File: config.mk
export PLATFORM = sky130hd
export DESIGN_NAME = mdev_reset_coord
export DESIGN_NICKNAME = d
export VERILOG_FILES = /design/src/rtl/mdrc_pkg.sv /design/src/rtl/mdrc_rise.sv /design/src/rtl/mdrc_lane.sv /design/src/rtl/mdrc_arm.sv /design/src/rtl/mdev_reset_coord.sv
export SDC_FILE = /design/constraint.sdc
export NUM_CORES = 1
export LEC_CHECK = 0
export BUFFER_PORTS_ARGS = -buffer_cell sky130_fd_sc_hd__buf_2
export CORE_AREA = 2 2 39 41
export CTS_CLUSTER_DIAMETER = 200
export CTS_CLUSTER_SIZE = 20
export DETAILED_ROUTE_END_ITERATION = 10
export DIE_AREA = 0 0 41 43
export GPL_ROUTABILITY_DRIVEN = 0
export GPL_TIMING_DRIVEN = 0
export HOLD_SLACK_MARGIN = 0.06
export SLEW_MARGIN = 40
export SYNTH_ARGS = -nofsm -noshare
export SYNTH_HDL_FRONTEND = slang
export SYNTH_HIERARCHICAL = 1
export SYNTH_SLANG_ARGS = --single-unit
File: constraint.sdc
create_clock -name clk -period 1.18 [get_ports clk]
set_input_delay 0.236 -clock clk [delete_from_list [all_inputs] [get_ports clk]]
set_output_delay 0.236 -clock clk [all_outputs]
set_load 0.02 [all_outputs]
File: src/rtl/mdrc_pkg.sv
`timescale 1ns/1ps
package mdrc_pkg;

   // Phase of the completion watcher within one visit to the active state.
   typedef enum logic {
      ARM_IDLE = 1'b0,
      ARM_WAIT = 1'b1
   } arm_e;

   // Device slot positions, used by integrators to wire the enable bus.
   localparam int unsigned SLOT_CONV_A = 0;
   localparam int unsigned SLOT_CONV_B = 1;
   localparam int unsigned SLOT_NET    = 2;

endpackage

File: src/rtl/mdrc_rise.sv
`timescale 1ns/1ps
// Registered rising-edge detector: one-cycle pulse after level_i goes high.
module mdrc_rise (
   input  logic clk,
   input  logic rst_n,
   input  logic level_i,
   output logic pulse_o
);

   logic level_q;

   always_ff @(posedge clk or negedge rst_n) begin
      if (!rst_n) begin
         level_q <= 1'b0;
         pulse_o <= 1'b0;
      end else begin
         level_q <= level_i;
         pulse_o <= level_i & ~level_q;
      end
   end


   pulse_single_chk: assert property (@(posedge clk) disable iff (!rst_n)
      pulse_o |=> !pulse_o);

endmodule

File: src/rtl/mdrc_lane.sv
`timescale 1ns/1ps
// One device lane: gates the shared go pulse and reports whether the
// device no longer holds up completion.
module mdrc_lane (
   input  logic go_i,
   input  logic en_i,
   input  logic done_i,
   output logic start_o,
   output logic ok_o
);

   always_comb begin
      start_o = go_i & en_i;
      ok_o    = done_i | ~en_i;
   end

endmodule

File: src/rtl/mdrc_arm.sv
`timescale 1ns/1ps
// Completion watcher: armed by the go pulse, fires once when all lanes
// report ok, dropped when the active state is left.
module mdrc_arm
   import mdrc_pkg::*;
(
   input  logic clk,
   input  logic rst_n,
   input  logic active_i,
   input  logic go_i,
   input  logic all_ok_i,
   output logic fire_o
);

   arm_e phase_q, phase_d;

   always_comb begin
      phase_d = phase_q;
      fire_o  = 1'b0;
      unique case (phase_q)
         ARM_IDLE: begin
            if (go_i && active_i) phase_d = ARM_WAIT;
         end
         ARM_WAIT: begin
            if (!active_i) begin
               phase_d = ARM_IDLE;
            end else if (all_ok_i) begin
               fire_o  = 1'b1;
               phase_d = ARM_IDLE;
            end
         end
         default: phase_d = ARM_IDLE;
      endcase
   end

   always_ff @(posedge clk or negedge rst_n) begin
      if (!rst_n) phase_q <= ARM_IDLE;
      else        phase_q <= phase_d;
   end


   fire_single_chk: assert property (@(posedge clk) disable iff (!rst_n)
      fire_o |=> !fire_o);


   fire_after_go_chk: assert property (@(posedge clk) disable iff (!rst_n)
      go_i |-> !fire_o);

endmodule

File: src/rtl/mdev_reset_coord.sv
`timescale 1ns/1ps
module mdev_reset_coord
   import mdrc_pkg::*;
#(
   parameter int unsigned      ST_W         = 3,
   parameter int unsigned      NUM_DEV      = 3,
   parameter logic [ST_W-1:0]  ACTIVE_STATE = '0,
   parameter logic [ST_W-1:0]  NEXT_STATE   = ST_W'(1)
) (
   input  logic               clk,
   input  logic               rst_n,
   input  logic [ST_W-1:0]    state_i,
   input  logic [NUM_DEV-1:0] dev_en_i,
   input  logic [NUM_DEV-1:0] dev_done_i,
   output logic [NUM_DEV-1:0] dev_start_o,
   output logic               adv_o,
   output logic [ST_W-1:0]    next_state_o
);

   localparam logic [NUM_DEV-1:0] ALL_OK = {NUM_DEV{1'b1}};

   // Elaboration-time parameter checks
   if (ST_W < 1) begin : g_bad_st_w
      $error("mdev_reset_coord: ST_W must be at least 1");
   end
   if (NUM_DEV < 1) begin : g_bad_num_dev
      $error("mdev_reset_coord: NUM_DEV must be at least 1");
   end
   if (NEXT_STATE == ACTIVE_STATE) begin : g_bad_next
      $error("mdev_reset_coord: NEXT_STATE must differ from ACTIVE_STATE");
   end

   logic               active;
   logic               go;
   logic [NUM_DEV-1:0] lane_ok;
   logic               all_ok;
   logic               fire;

   assign active = (state_i == ACTIVE_STATE);

   mdrc_rise u_rise (
      .clk     (clk),
      .rst_n   (rst_n),
      .level_i (active),
      .pulse_o (go)
   );

   for (genvar g = 0; g < NUM_DEV; g++) begin : g_lane
      mdrc_lane u_lane (
         .go_i    (go),
         .en_i    (dev_en_i[g]),
         .done_i  (dev_done_i[g]),
         .start_o (dev_start_o[g]),
         .ok_o    (lane_ok[g])
      );
   end

   assign all_ok = (lane_ok == ALL_OK);

   mdrc_arm u_arm (
      .clk      (clk),
      .rst_n    (rst_n),
      .active_i (active),
      .go_i     (go),
      .all_ok_i (all_ok),
      .fire_o   (fire)
   );

   assign adv_o        = fire;
   assign next_state_o = fire ? NEXT_STATE : '0;


   start_one_cycle_chk: assert property (@(posedge clk) disable iff (!rst_n)
      (|dev_start_o) |=> (dev_start_o == '0));


   adv_all_ready_chk: assert property (@(posedge clk) disable iff (!rst_n)
      adv_o |-> ((dev_done_i | ~dev_en_i) == ALL_OK));


   adv_in_state_chk: assert property (@(posedge clk) disable iff (!rst_n)
      adv_o |-> (state_i == ACTIVE_STATE));


   adv_not_with_start_chk: assert property (@(posedge clk) disable iff (!rst_n)
      adv_o |-> (dev_start_o == '0));

endmodule

==> reports/qor.txt <==
Status - finished, violations left
Violated checks - negative setup slack
Leakage - 0.2279 nW
# port buffers - 15
Top Ports - 18
First-pass GRT wire length - 793 um
VDD IR-drop max - 0.4502 mV
Post-layout min period - 1.237 ns
Synth Area per Inst - 10.38 sq um
Maximum clock frequency - 808.4 MHz
Hold/Removal Path Class - input port to register
Die Wd - 41 um
Die area - 0.001763 sq mm
Rows - 14
Slowest cell on the critical path - and3_4
CTS H-tree depth - 1
Logic pwr share - 22.3%
Worst path buffer plus inverter count - 3
RSZ-0062 raised after global routing - true
WL/cell - 9.000 um
Clk sink count - 3
Worst R2R Path Depth - 3
Final setup vio count - 2
DRC Markers - 0
Yosys reg bits - 3
Seq/Total Area, Yosys - 36.14%
Post-Syn Area - 207.7 sq um
Inserted Clock Buffers - 3
Die Span Y - 43 um
Switching Share - 24.10%
Crit path arrival time - 1.00 ns
Final wirelength - 531 um
Fin. Hold Viols - 0
Grt ovf - 0
Core Util, Final - 32.10%
Skew-Pair Late Insertion Delay - 0.23 ns
CP Class - input port to primary output
Synth area leaders - dfrtp_1 (36%), nand2b_1 (12%), buf_4 (11%)
Post-synth top area cell - dfrtp_1
Worst-path cell chain - buf_6, nand2b_4, and3_4, and3_4, buf_6, buf_6
Vias in the first global route - 198
Int Pwr - 284.5 uW
Initial antenna violation count - 0
GRT Total Usage - 7.762%
Worst-case clock skew - 0.002467 ns
CTS tree - yes
Worst-path clk slew - 0.04 ns
Final setup TNS - -0.05753 ns
Root Driver - clkbuf_4
Number of fillers in the final layout - 150
DR iter-0 viols - 3
Post-DRT Antenna Nets - 0
Core Box Area - 0.001384 sq mm
Overall Power - 374.8 uW
Pin count of the biggest net entering global routing - 5
Initial cell density of the core - 15.01%
Final WS setup - -0.05707 ns
CP most frequent cell - buf_6
Startpoint types - input port
P_sw - 90.33 uW
Clock network power share - 48.5%
Fraction of the cycle the final worst path needs - 104.8%
Pre-antenna DRT Iters - 2
Clk buf depth - 2
Area grow syn2layout - 113.9%
# diodes - 0
Critical path depth in cells - 6
Synth warn - 6
Data required time of the worst path - 0.94 ns
CP peak stage delay - 0.17 ns
Nets - 55
Critical path fanouts, max - 2
# Max-Cap Violations - 0
Pwr dens - 843.8 mW/mm^2
Post-Syn Instances - 20
Area share of the largest cell type after synthesis - 36.14%
Final Slew Violations - 0
Post-DR vias/cell - 3.508
Vias - 207
Synth cell types - 11
Seq pwr share - 29.2%
Hold depth - 2
Layout cells sized above 1 - 81.40%
Kind of end point of the critical path - primary output
Delay-heaviest family, CP - simple AND/OR/NAND/NOR gates
-- registers in the layout (all words and copies together), names as in the netlist --
register	cells
u_arm/phase_q	1
u_rise/level_q	1
u_rise/pulse_o	1
-- cell usage in the layout (no fill, tap or decap), types with 2 or more instances in the layout --
master | synthesis | layout
clkbuf_4 | 0 | 3
nand2b_4 | 1 | 4
conb_1 | 1 | 2
buf_2 | 0 | 9
buf_4 | 3 | 4
and2_4 | 0 | 3
and3_4 | 0 | 2
dfrtp_1 | 3 | 3
buf_6 | 0 | 7
-- cell usage after synthesis --
cell type / n
a21boi_2: 1
and2_1: 3
and3_1: 1
and3_2: 1
buf_4: 3
conb_1: 1
dfrtp_1: 3
nand2b_1: 4
nand2b_4: 1
nor2b_4: 1
nor3_2: 1
-- cell families after synthesis --
| family | after synthesis | share of synthesized area [%] |
|---|---|---|
| flip-flops | 3 | 36.14 |
| buffers and inverters | 3 | 10.84 |
| other | 1 | 1.805 |
| AND/OR/NAND/NOR | 12 | 45.78 |
| AO/OA/AOI/OAI | 1 | 5.421 |
-- worst paths after layout --
| kind | startpoint | endpoint | slack [ns] |
|---|---|---|---|
| setup / recovery | dev_done_i[0] | next_state_o[0] | -0.06 |
| hold / removal | state_i[2] | u_rise/level_q | 0.19 |
| min in group asynchronous | rst_n | u_rise/level_q | 0.33 |
| setup reg to reg | u_arm/phase_q | u_arm/phase_q | 0.36 |
| hold reg to reg | u_rise/level_q | u_rise/pulse_o | 0.45 |
| max in group asynchronous | rst_n | u_arm/phase_q | 0.74 |
-- repair_timing --
action	4_1_cts	5_1_grt
endpoints found under the setup margin	5	5
resized for setup	15	5
setup buffers	2	0
pin swaps	2	3
hold buffers	1	0
endpoints found under the hold margin	3	0
-- cell type report --
| cell class | instances | area [sq um] | area share (%) |
|---|---|---|---|
| Multi-Input combinational cell | 15 | 158.9 | 35.77 |
| Timing Repair Buffer | 18 | 137.6 | 30.99 |
| Sequential cell | 3 | 75.07 | 16.90 |
| Clock buffer | 4 | 26.28 | 5.915 |
| Buffer | 3 | 26.28 | 5.915 |
| Tap cell | 16 | 20.02 | 4.507 |
-- worst register-to-register path: stages (launching register included) --
cell and delay (ns):
dfrtp_1 0.37, buf_4 0.14, nand2b_4 0.13, a21boi_2 0.12
-- metal layers --
layer,part of all wire (%),vias up,global-route usage [%]
met3,12,0,7.853
li1,-,104,-
met1,33,90,6.189
met4,0,0,4.000
met2,55,13,11.56
met5,0,-,0
-- per-stage QoR --
stage,worst slack (ns),hold WS (ns),instances,instance area (sq um)
after floorplan,0.02119,-0.05959,21,211.5
after global placement,-0.1556,0.03186,52,306.5
after detailed placement,-0.1552,0.03672,52,306.5
after CTS,-0.05503,0.1816,59,425.4
after global routing,-0.08444,0.1659,59,444.2
final,-0.05707,0.1892,59,444.2
-- power by group through the flow --
| stage | logic [mW] | clock network (mW) | registers, mW |
|---|---|---|---|
| after CTS | 0.0775 | 0.191 | 0.109 |
| after global routing | 0.0891 | 0.214 | 0.110 |
| after detailed placement | 0.0522 | 0 | 0.111 |
| after floorplan | 0.0289 | 0 | 0.110 |
| after global placement | 0.0509 | 0 | 0.111 |
| final | 0.0836 | 0.182 | 0.109 |
Note: power is estimated with default switching activity, not from simulation.
